File: src/rtl/pchan_pkg.sv
// Package for the parameter channel event register.
// Holds the bit positions of the host-visible fields and the event indices
// shared by the top level and the checker.
package pchan_pkg;

    localparam int REG_W    = 8;

    // Field positions in the read word (neighbours decode these).
    localparam int POS_INIT = 5;
    localparam int POS_AERR = 4;
    localparam int POS_QLOW = 2;
    localparam int POS_LFREE = 1;
    localparam int POS_SFREE = 0;

    // Indices of the sticky event bits.
    localparam int EV_AERR  = 0;
    localparam int EV_QLOW  = 1;
    localparam int N_EV     = 2;

    typedef struct packed {
        logic init;
        logic aerr;
        logic qlow;
        logic free;
    } pchan_stat_t;

    // Pack the status fields into the read word; unused bits stay 0.
    function automatic logic [REG_W-1:0] pack_word(input pchan_stat_t s);
        logic [REG_W-1:0] w;
        w = '0;
        w[POS_INIT]  = s.init;
        w[POS_AERR]  = s.aerr;
        w[POS_QLOW]  = s.qlow;
        w[POS_LFREE] = s.free;
        w[POS_SFREE] = s.free;
        return w;
    endfunction

endpackage

File: src/rtl/pchan_sticky_bit.sv
// One read-to-clear event bit.
// Assumes: set_i is sampled every edge; a set in the same cycle as a read
// clear wins, so no event is lost; kill_i (block-level abort) beats both.
module pchan_sticky_bit (
    input  logic clk,
    input  logic rst_n,
    input  logic kill_i,
    input  logic set_i,
    input  logic rd_clr_i,
    output logic q_o
);

    // Hold, set or clear the event flag.
    always_ff @(posedge clk) begin
        if (!rst_n || kill_i) begin
            q_o <= 1'b0;
        end else begin
            q_o <= set_i | (q_o & ~rd_clr_i);
        end
    end

endmodule

File: src/rtl/pchan_chan_ctl.sv
// Parameter channel handshake control.
// Tracks whether a message is pending, registers the initialization level,
// and grants launch requests only while the channel is free.
// Assumes: remote_ans arrives only for a pending message (otherwise ignored);
// a long request beats a simultaneous short request.
module pchan_chan_ctl (
    input  logic clk,
    input  logic rst_n,
    input  logic abort_i,
    input  logic init_ack,
    input  logic long_req,
    input  logic short_req,
    input  logic remote_ans,
    output logic init_o,
    output logic free_o,
    output logic long_go,
    output logic short_go
);

    logic busy_q;
    logic busy_n;
    logic free_n;
    logic launch;

    // Grant launches from the registered free flag.
    always_comb begin
        long_go  = long_req & free_o;
        short_go = short_req & free_o & ~long_req;
        launch   = long_go | short_go;
    end

    // Next pending state: abort, launch, answer, hold.
    always_comb begin
        if (abort_i) begin
            busy_n = 1'b0;
        end else if (launch) begin
            busy_n = 1'b1;
        end else if (remote_ans) begin
            busy_n = 1'b0;
        end else begin
            busy_n = busy_q;
        end
        free_n = ~abort_i & ~busy_n & ~init_ack;
    end

    // Register pending, free and initialization state.
    always_ff @(posedge clk) begin
        if (!rst_n) begin
            busy_q <= 1'b0;
            free_o <= 1'b0;
            init_o <= 1'b0;
        end else begin
            busy_q <= busy_n;
            free_o <= free_n;
            init_o <= init_ack;
        end
    end

endmodule

File: src/rtl/pchan_prst_merge.sv
// Protocol-reset merge.
// ORs the protocol-reset sources into an immediate abort for local state
// and a registered one-cycle-late pulse toward the link.
module pchan_prst_merge #(
    parameter int N_SRC = 3
) (
    input  logic             clk,
    input  logic             rst_n,
    input  logic [N_SRC-1:0] src_i,
    output logic             any_o,
    output logic             pulse_o
);

    logic [N_SRC:0] chain;

    assign chain[0] = 1'b0;

    // Build the OR chain across all sources.
    for (genvar i = 0; i < N_SRC; i++) begin : g_or
        assign chain[i+1] = chain[i] | src_i[i];
    end

    assign any_o = chain[N_SRC];

    // Register the merged reset toward the link.
    always_ff @(posedge clk) begin
        if (!rst_n) begin
            pulse_o <= 1'b0;
        end else begin
            pulse_o <= any_o;
        end
    end

endmodule

File: src/rtl/pchan_event_reg.sv
// Parameter channel event and status register (top).
// Collects channel events and status into one host-readable word with
// read-to-clear event bits, grants message launches and merges the
// protocol-reset sources. Assumes one host read port, one cycle per read.
module pchan_event_reg
    import pchan_pkg::*;
#(
    parameter int                ADDR_W   = 8,
    parameter logic [ADDR_W-1:0] REG_ADDR = 8'h05,
    parameter int                QUAL_W   = 4,
    parameter int                QUAL_LOW = 14,
    parameter int                PRST_SRC = 3
) (
    input  logic                clk,
    input  logic                rst_n,
    input  logic                rd_en,
    input  logic [ADDR_W-1:0]   rd_addr,
    output logic [REG_W-1:0]    rd_data,
    input  logic                init_ack,
    input  logic                long_ans_err,
    input  logic [QUAL_W-1:0]   quality,
    input  logic                long_req,
    input  logic                short_req,
    input  logic                remote_ans,
    output logic                long_go,
    output logic                short_go,
    input  logic                chan_rst,
    input  logic [PRST_SRC-1:0] prst_req,
    output logic                prst_out
);

    localparam logic [QUAL_W-1:0] QLOW_LIM = QUAL_W'(QUAL_LOW);

    logic            rd_hit;
    logic            prst_any;
    logic            qual_low;
    logic            init_q;
    logic            free_q;
    logic [N_EV-1:0] ev_set;
    logic [N_EV-1:0] ev_kill;
    logic [N_EV-1:0] ev_q;
    pchan_stat_t     stat;

    // Decode a read of this register and compare the quality value.
    always_comb begin
        rd_hit   = rd_en && (rd_addr == REG_ADDR);
        qual_low = (quality < QLOW_LIM);
    end

    // Event sources and their abort conditions.
    always_comb begin
        ev_set[EV_AERR]  = long_ans_err;
        ev_set[EV_QLOW]  = qual_low;
        ev_kill[EV_AERR] = chan_rst | prst_any;
        ev_kill[EV_QLOW] = prst_any;
    end

    pchan_prst_merge #(
        .N_SRC (PRST_SRC)
    ) u_prst (
        .clk     (clk),
        .rst_n   (rst_n),
        .src_i   (prst_req),
        .any_o   (prst_any),
        .pulse_o (prst_out)
    );

    for (genvar e = 0; e < N_EV; e++) begin : g_ev
        pchan_sticky_bit u_bit (
            .clk      (clk),
            .rst_n    (rst_n),
            .kill_i   (ev_kill[e]),
            .set_i    (ev_set[e]),
            .rd_clr_i (rd_hit),
            .q_o      (ev_q[e])
        );
    end

    pchan_chan_ctl u_ctl (
        .clk        (clk),
        .rst_n      (rst_n),
        .abort_i    (chan_rst | prst_any),
        .init_ack   (init_ack),
        .long_req   (long_req),
        .short_req  (short_req),
        .remote_ans (remote_ans),
        .init_o     (init_q),
        .free_o     (free_q),
        .long_go    (long_go),
        .short_go   (short_go)
    );

    // Assemble the status word and drive it only on a matching read.
    always_comb begin
        stat.init = init_q;
        stat.aerr = ev_q[EV_AERR];
        stat.qlow = ev_q[EV_QLOW];
        stat.free = free_q;
        rd_data   = rd_hit ? pack_word(stat) : '0;
    end

endmodule

File: config.mk
export PLATFORM = sky130hd
export DESIGN_NAME = pchan_event_reg
export DESIGN_NICKNAME = d
export VERILOG_FILES = /design/src/rtl/pchan_pkg.sv /design/src/rtl/pchan_sticky_bit.sv /design/src/rtl/pchan_chan_ctl.sv /design/src/rtl/pchan_prst_merge.sv /design/src/rtl/pchan_event_reg.sv
export SDC_FILE = /design/constraint.sdc
export NUM_CORES = 1
export LEC_CHECK = 0
export BUFFER_PORTS_ARGS = -buffer_cell sky130_fd_sc_hd__buf_2
export CORE_AREA = 2 2 39 41
export DETAILED_ROUTE_END_ITERATION = 10
export DIE_AREA = 0 0 41 43
export GPL_ROUTABILITY_DRIVEN = 0
export HOLD_SLACK_MARGIN = 0.08
export SETUP_SLACK_MARGIN = 0.02
export SLEW_MARGIN = 20
export SYNTH_ARGS = -nofsm -noshare
export SYNTH_HDL_FRONTEND = slang
export SYNTH_HIERARCHICAL = 1
export SYNTH_SLANG_ARGS = --single-unit
File: constraint.sdc
create_clock -name clk -period 4.8 [get_ports clk]
set_clock_uncertainty 0.05 [all_clocks]
set_input_delay 0.96 -clock clk [delete_from_list [all_inputs] [get_ports clk]]
set_output_delay 0.96 -clock clk [all_outputs]
set_load 0.05 [all_outputs]
==> results of run 1 <==
## area by class of cell
cell class | count | area [um^2] | area share
Clock buffer | 3 | 22.52 | 0.04167
Inverter | 3 | 11.26 | 0.02083
Multi-Input combinational cell | 31 | 216.5 | 0.4005
Sequential cell | 6 | 120.1 | 0.2222
Tap cell | 16 | 20.02 | 0.03704
Timing Repair Buffer | 30 | 150.1 | 0.2778
## cells in the final DEF (no fill, tap or decap)
master     n
and3b_1    1
nand3_1    1
conb_1     3
or4b_4     1
dfxtp_1    6
and4b_1    1
buf_2     30
a21oi_1    1
nand2b_4   1
nor4_1     5
and2_2     1
nand2b_1   7
o31a_2     1
and2_1     1
nor2b_1    2
clkbuf_4   3
o21ai_1    1
inv_1      3
or3_1      1
or2_2      1
o211a_1    2
## logic make-up after synthesis
kind of cell	share of synthesized area
buffers and inverters	0.1115
other	0.01013
AOI/OAI and AO/OA	0.1081
and+or+nand+nor	0.4460
DFF	0.3243
## critical path, stage by stage
cell and delay (ps):
buf_2 90, or4b_4 560, nor4_1 310, buf_2 320
## power breakdown
| group | internal [mW] | switching, mW | total (mW) |
|---|---|---|---|
| Sequential | 0.0514 | 0.000402 | 0.0518 |
| Clock | 0.0281 | 0.0158 | 0.0439 |
| Combinational | 0.0104 | 0.0137 | 0.0241 |
## final timing paths
| check | start | to | slack (ps) | cells past startpoint |
|---|---|---|---|---|
| max reg2reg | g_ev[1].u_bit/q_o | g_ev[1].u_bit/q_o | 4010 | 2 |
| min reg2reg | u_ctl/busy_q | u_ctl/busy_q | 420 | 2 |
| min | u_ctl/busy_q | u_ctl/busy_q | 420 | 2 |
| max | rd_addr[4] | rd_data[0] | 1540 | 4 |
## cell usage after synthesis
cell type  instances  area [um^2]
nand2b_1           7        43.79
and2_1             1        6.260
or4b_4             1        13.76
nor2b_1            2        12.51
or3_1              1        6.260
nand3_1            1        5.000
o31a_2             1        10.01
buf_4              4        30.03
dfxtp_1            6        120.1
nand2b_4           1        13.76
conb_1             1        3.750
o21ai_1            1        5.000
and2_2             1        7.510
and4b_1            1        10.01
o211a_1            2        20.02
and3b_1            1        8.760
inv_1              3        11.26
a21oi_1            1        5.000
nor4_1             5        31.28
or2_2              1        6.260
## sequential cells by signal, summed over array words and instances (netlist names)
| register | count |
|---|---|
| g_ev.u_bit/q_o | 2 |
| u_ctl/busy_q | 1 |
| u_prst/pulse_o | 1 |
| u_ctl/free_o | 1 |
| u_ctl/init_o | 1 |
## stage by stage
| step | hold WS (ps) | worst slack (ps) | util | total power, mW |
|---|---|---|---|---|
| after floorplan | 391.4 | 238.5 | - | 0.06767 |
| after global placement | 404.9 | 1529 | 0.3743 | 0.07643 |
| after detailed placement | 414.2 | 1534 | 0.3743 | 0.07688 |
| after CTS | 421.4 | 1534 | 0.3906 | 0.1227 |
| after global routing | 432.3 | 1453 | 0.3906 | 0.1286 |
| final | 418.9 | 1540 | 0.3906 | 0.1198 |
## metal layers
| metal | vias up | wire [um] |
|---|---|---|
| met5 | - | 0 |
| met4 | 0 | 0 |
| met3 | 0 | 106 |
| met2 | 24 | 298 |
| met1 | 157 | 315 |
| li1 | 205 | - |
==> metrics.md, run 1 <==
| Metric | Value |
|---|---|
| Max-Cap Viols | 0 |
| Layout cell share with drive strength beyond 1 | 0.5205 |
| Clock root buffer | clkbuf_4 |
| # port buffers | 30 |
| Maximum vdd drop | 145.7 uV |
| Seq/Total Area, Yosys | 0.3243 |
| Hold Crit Class | flip-flop to flip-flop |
| Cells after Synth | 42 |
| Setup TNS | 0 ps |
| TritonRoute pass-1 iters | 1 |
| Post-CTS Resized | 0 |
| Post-layout min period | 3260 ps |
| Initial detailed-routing violation count | 0 |
| Antenna-violating nets left | 0 |
| Setup crit end kind | output port |
| Largest net degree at the start of global routing | 6 |
| Worst-path clk slew | 40 ps |
| Total GRT Usage | 0.09246 |
| CP Max Fanout | 5 |
| Total core area | 0.001384 mm^2 |
| Met1 Use GR | 0.1032 |
| Grt ovf | 0 |
| Io pins | 35 |
| Antenna cells | 0 |
| Leakage | 0.3101 nW |
| Met2 GRT Util | 0.1281 |
| Pwr dens | 221.7 mW/mm^2 |
| Vias in the first global route | 321 |
| H-tree levels | 1 |
| Final wirelength | 720 um |
| RSZ-0062 raised after global routing | false |
| Detailed-route vias per instance | 4.337 |
| Nets | 99 |
| Die width | 41 um |
| Startpoint class of the critical path | input pin |
| Final setup vio count | 0 |
| Row count | 14 |
| Req. time, crit path | 3790 ps |
| Max Clk Rate | 306.7 MHz |
| Final Max Tran Viols | 0 |
| # hold bufs at CTS | 0 |
| First-pass GRT wire length | 1090 um |
| Final hold vios | 0 |
| Fin cells | 89 |
| DR WL/cell | 8.090 um |
| Num CTS Buffers | 3 |
| Period utilization | 0.6792 |
| Initial antenna violation count | 0 |
| Placed Area | 518.0 um^2 |
| Critical path class | input pin to output port |
| YS warnings | 6 |
| Placed cells | 86 |
| Clk sinks | 6 |
| Crit path DAT | 2250 ps |
| Vias post-DR | 386 |
| CTS tree | done |
| Die height | 43 um |
| Clk buf depth | 2 |
| Post-Syn Area | 370.4 um^2 |
| Post-route cell area | 540.5 um^2 |
| Die area | 0.001763 mm^2 |
| Status | completed |
| Met3 usage | 0.03665 |
| Initial Utilization | 0.2676 |
| Post-route DRC | 0 |
| Layer with the highest usage | met2 |
| Syn-to-layout area delta | 45.95% |
| Synth unique cells | 20 |
| Mean Syn Cell Area | 8.818 um^2 |
| Register bit total from synthesis | 6 |
| Clock latency on the worst-skew pair | 240 ps |
| Post-CTS setup buffer count | 0 |
| Filler cell count in the final layout | 148 |
Power figures use the tool's default switching activity.
==> inputs of run 2 (changes only) <==
- PLACE_DENSITY: default -> 0.66
- clock period: 4.8 -> 2.7 ns (I/O delays scaled with it)
==> run 2 against run 1 <==
Effect of this change: clock-buffer cell count stayed put; first-iteration DRC count is 2 higher; register-to-register slack worse by 2100 ps.
==> metrics.md, run 2 (synthesis results as in run 1) <==
| Metric | Value |
|---|---|
| Status | completed |
| Worst Path Buf+Inv | 2 (unchanged) |
| Hold WS | 418.2 ps (-0.7140 ps) |
| Clock latency on the worst-skew pair | 240 ps (about the same) |
| Crit path DAT | 1820 ps (-430 ps) |
| First-pass GRT wire length | 1193 um (+9.4%) |
| Post-DP HPWL | 667.2 um |
| Period utilization | 0.8908 |
| Crit path max-delay cell type | or4b_4 |
| Total core area | 0.001384 mm^2 (unchanged) |
| Nets | 99 (unchanged) |
| Startpoint class of the critical path | input pin |
| Detailed-route vias per instance | 4.382 (+1.0%) |
| CP Max Fanout | 5 (unchanged) |
| Final Power | 0.2175 mW (+82%) |
| Layout cell share with drive strength beyond 1 | 0.5342 (+0.01370) |
| Io pins | 35 (unchanged) |
| Num CTS Buffers | 3 (unchanged) |
| Initial Utilization | 0.2676 (unchanged) |
| Top reg by flops | g_ev.u_bit/q_o |
| Clk sinks | 6 (unchanged) |
| Slowest stage delay, CP | 560 ps (about the same) |
| Hold Crit Class | flip-flop to flip-flop |
| Vias post-DR | 390 (+1.0%) |
| Placed cells | 86 (unchanged) |
| Clk buf depth | 2 (unchanged) |
| Total GRT Usage | 0.1015 (+0.009045) |
| Pwr dens | 397.8 mW/mm^2 (+79%) |
| Post-route DRC | 0 (unchanged) |
| Most frequent CP cell | buf_2 |
| Die width | 41 um (unchanged) |
| Req. time, crit path | 2110 ps (-1680 ps) |
| # hold bufs at CTS | 0 (unchanged) |
| Post-CTS Resized | 0 (unchanged) |
| Final wirelength | 766 um (+6.4%) |
| Fin cells | 89 (unchanged) |
| Family with the most delay on the worst path | simple AND/OR/NAND/NOR gates |
| Final setup vio count | 0 (unchanged) |
| Leakage | 0.3101 nW (about the same) |
| Largest net degree at the start of global routing | 6 (unchanged) |
| Vias in the first global route | 340 (+5.9%) |
| Initial detailed-routing violation count | 2 (+2) |
| Grt ovf | 0 (unchanged) |
| Antenna cells | 0 (unchanged) |
| Clock root buffer | clkbuf_4 |
| Initial antenna violation count | 0 (unchanged) |
| Antenna-violating nets left | 0 (unchanged) |
| RSZ-0062 raised after global routing | false |
| CP cell instances | buf_2 > or4b_4 > nor4_2 > buf_2 |
| Setup crit end kind | output port |
| Syn-to-layout area delta | 47.64% |
| Die area | 0.001763 mm^2 (unchanged) |
| Worst-path clk slew | 40 ps (about the same) |
| # port buffers | 30 (unchanged) |
| TritonRoute pass-1 iters | 2 (+1) |
| Max-Cap Viols | 0 (unchanged) |
| Post-CTS setup buffer count | 0 (unchanged) |
| Post-layout min period | 2405 ps |
| Row count | 14 (unchanged) |
| CTS tree | done |
| Commonest cells after routing, fill and taps aside | buf_2, nand2b_1, dfxtp_1 |
| Final Max Tran Viols | 0 (unchanged) |
| Max reg flops | 2 (unchanged) |
| Die height | 43 um (unchanged) |
| Critical path class | input pin to output port |
| Commonest non-fill, non-tap cell in the layout | buf_2 |
| DR WL/cell | 8.607 um (+6.4%) |
| H-tree levels | 1 (unchanged) |
| Final hold vios | 0 (unchanged) |
| Maximum vdd drop | 157.5 uV (+8.1%) |
| Max Clk Rate | 415.8 MHz |
| Filler cell count in the final layout | 151 (+2.0%) |
-- run 2: cell counts in the layout (fill, tap and decap cells not counted) --
Identical to the previous run, type by type.
-- run 2: cell type report --
class	instances	area (um^2)	share of cell area
clock buffers	3	22.52	0.04119
inverters	3	11.26	0.02059
flip-flops and latches	6	120.1	0.2197
well taps	16	20.02	0.03661
multi-input cells	31	222.7	0.4073
repair buffers	30	150.1	0.2746
-- run 2: through the flow --
stage / setup TNS (ps) / setup slack [ps] / utilization / area [um^2]
after CTS: 0 / 293.1 / 0.3951 / 546.8
after global routing: 0 / 213.4 / 0.3951 / 546.8
final: 0 / 294.8 / 0.3951 / 546.8
after floorplan: -1988 / -543.0 / - / 384.1
after detailed placement: 0 / 293.5 / 0.3788 / 524.3
after global placement: 0 / 317.0 / 0.3788 / 524.3
-- run 2: where the power goes --
part | switching, mW | internal, mW
clock network | 0.0320 | 0.0503
registers | 0.000746 | 0.0914
logic | 0.0246 | 0.0185
-- run 2: path summary, 6_finish.rpt --
| path | slack (ps) | cells after the start | start | endpoint |
|---|---|---|---|---|
| worst max register to register | 1910 | 2 | g_ev[1].u_bit/q_o | g_ev[1].u_bit/q_o |
| worst min register to register | 420 | 2 | u_ctl/busy_q | u_ctl/busy_q |
| worst max-delay path | 290 | 4 | rd_addr[4] | rd_data[0] |
| worst min-delay path | 420 | 2 | u_ctl/busy_q | u_ctl/busy_q |
-- run 2: per-layer routing --
layer  part of all wire  global-route usage  vias up
li1                   -                   -      203
met4                  0             0.08000        0
met1               0.37              0.1065      168
met5                  0                   0        -
met2               0.51              0.1563       19
met3               0.11             0.03141        0
-- run 2: worst register-to-register path: stages (launching register included) --
cell	delay (ps)
dfxtp_1	300
nor2b_1	120
o211a_1	210
==> inputs of run 3 (changes only) <==
- SETUP_SLACK_MARGIN: 0.02 -> 0.3
==> run 3 against run 2 <==
Effect of this change: cell count unchanged; clock power decreased by 4.3%; non-clock buffer count unchanged; routed wire length increased by 6.1%; flip-flop and latch count unchanged; critical path depth unchanged; sequential share of layout area decreased by 1.3 points; critical path type unchanged; largest cell class unchanged.
==> metrics.md, run 3 (synthesis results as in run 1) <==
| Metric | Value |
|---|---|
| Total core area | 0.001384 mm^2 (unchanged) |
| Final wirelength | 813 um (+6.1%) |
| Max Clk Rate | 427.1 MHz (+2.7%) |
| Pwr dens | 371.8 mW/mm^2 (-6.5%) |
| Clock latency on the worst-skew pair | 240 ps (about the same) |
| H-tree levels | 1 (unchanged) |
| Clock root buffer | clkbuf_4 |
| Max-Cap Viols | 0 (unchanged) |
| Clk buf depth | 2 (unchanged) |
| Hold WS | 449.9 ps (+31.74 ps) |
| Layout cell share with drive strength beyond 1 | 0.5753 (+0.04110) |
| Die height | 43 um (unchanged) |
| Post-route DRC | 0 (unchanged) |
| Vias post-DR | 403 (+3.3%) |
| Final Worst Setup Slack | 358.7 ps (+63.89 ps) |
| Period utilization | 0.8672 (-0.02366) |
| Die area | 0.001763 mm^2 (unchanged) |
| Commonest cells after routing, fill and taps aside | buf_2, nand2b_1, dfxtp_1 |
| Placed cells | 86 (unchanged) |
| Critical path launch point | rd_addr[4] |
| Dpl ws | 323.5 ps (+29.96 ps) |
| Io pins | 35 (unchanged) |
| Fin cells | 89 (unchanged) |
| Antenna cells | 0 (unchanged) |
| Met3 usage | 0.03141 (unchanged) |
| R2r setup slk | 1900 ps (about the same) |
| Die width | 41 um (unchanged) |
| Final setup vio count | 0 (unchanged) |
| Nets | 99 (unchanged) |
| CP Max Fanout | 5 (unchanged) |
| Syn-to-layout area delta | 57.09% |
| Min-Delay Startpoint | u_ctl/busy_q |
| Crit path DAT | 1750 ps (-70 ps) |
| Antenna-violating nets left | 0 (unchanged) |
| Max reg flops | 2 (unchanged) |
| Post-CTS setup buffer count | 0 (unchanged) |
| Hold Crit Class | flip-flop to flip-flop |
| Req. time, crit path | 2110 ps (about the same) |
| Vias in the first global route | 334 (-1.8%) |
| Final Max Tran Viols | 0 (unchanged) |
| Grt ovf | 0 (unchanged) |
| Layer with the highest usage | met2 |
| Detailed-route vias per instance | 4.528 (+3.3%) |
| Maximum vdd drop | 166.7 uV (+5.9%) |
| TritonRoute pass-1 iters | 5 (+3) |
| Setup TNS | 0 ps (unchanged) |
| Sequential Area | 120.1 um^2 (unchanged) |
| Total GRT Usage | 0.1066 (+0.005132) |
| Met1 Use GR | 0.09709 (-0.009364) |
| Leakage | 0.3182 nW (+2.6%) |
| CTS tree | done |
| Initial detailed-routing violation count | 9 (+7) |
| First-pass GRT wire length | 1228 um (+2.9%) |
| Top reg by flops | g_ev.u_bit/q_o |
| Multi-input logic area | 250.2 um^2 (+12%) |
| Worst reg2reg startpoint | g_ev[0].u_bit/q_o |
| Final hold vios | 0 (unchanged) |
| # port buffers | 30 (unchanged) |
| Critical path class | input pin to output port |
| Commonest non-fill, non-tap cell in the layout | buf_2 |
| DR WL/cell | 9.135 um (+6.1%) |
| Status | completed |
| Worst-path clk slew | 40 ps (about the same) |
| Clk sinks | 6 (unchanged) |
| Initial antenna violation count | 0 (unchanged) |
| Largest net degree at the start of global routing | 6 (unchanged) |
| Startpoint class of the critical path | input pin |
| Post-DP HPWL | 696.2 um (+4.3%) |
| Setup crit end kind | output port |
| RSZ-0062 raised after global routing | false |
| Post-layout min period | 2341 ps (-63.90 ps) |
| Met2 GRT Util | 0.1719 (+0.01563) |
| Row count | 14 (unchanged) |
| Num CTS Buffers | 3 (unchanged) |
| Initial Utilization | 0.2676 (unchanged) |
| Filler cell count in the final layout | 156 (+3.3%) |
run 3: changes by cell type in the layout (fill, tap and decap cells not counted), sizes merged:
cell	change
clkbuf	+1
buf	-1
run 3: final timing paths:
kind	to	cells after the start
max	rd_data[5]	4
min	u_ctl/busy_q	2
max reg2reg	g_ev[0].u_bit/q_o	2
min reg2reg	u_ctl/busy_q	2
run 3: metrics by stage:
| stage | power, mW | utilization | instance area, um^2 |
|---|---|---|---|
| 6_report | 0.2163 | 0.4204 | 581.8 |
| 2_1_floorplan | 0.1226 | - | 411.6 |
| 3_5_place_dp | 0.1394 | 0.3987 | 551.8 |
| 4_1_cts | 0.2214 | 0.4150 | 574.3 |
| 3_3_place_gp | 0.1385 | 0.3987 | 551.8 |
| 5_1_grt | 0.2323 | 0.4204 | 581.8 |
run 3: final cells by class:
type / count / area share
Multi-Input combinational cell: 31 / 0.4301
Timing Repair Buffer: 30 / 0.2710
Sequential cell: 6 / 0.2065
Clock buffer: 3 / 0.03871
Tap cell: 16 / 0.03441
Inverter: 3 / 0.01935
run 3: critical path, cell delays in order:
cell,delay (ps)
buf_2,90
or4b_4,590
nor4_2,260
clkbuf_4,270
run 3: power by group:
part / switching (mW) / internal, mW / total [mW]
combinational: 0.0268 / 0.0186 / 0.0454
sequential: 0.000660 / 0.0915 / 0.0921
clock: 0.0288 / 0.0500 / 0.0788
total: 0.0563 / 0.160 / 0.216
run 3: what timing repair did:
| item | 4_1_cts | 5_1_grt |
|---|---|---|
| endpoints found under the setup margin | 0 | 3 |
| hold buffers | 0 | 0 |
| gates resized for setup | 0 | 5 |
run 3: layer usage:
layer  routed length (um)  vias up
met4                   10        0
met1                  309      174
met2                  379       24
met3                  113        2
met5                    0        -
li1                     -      203
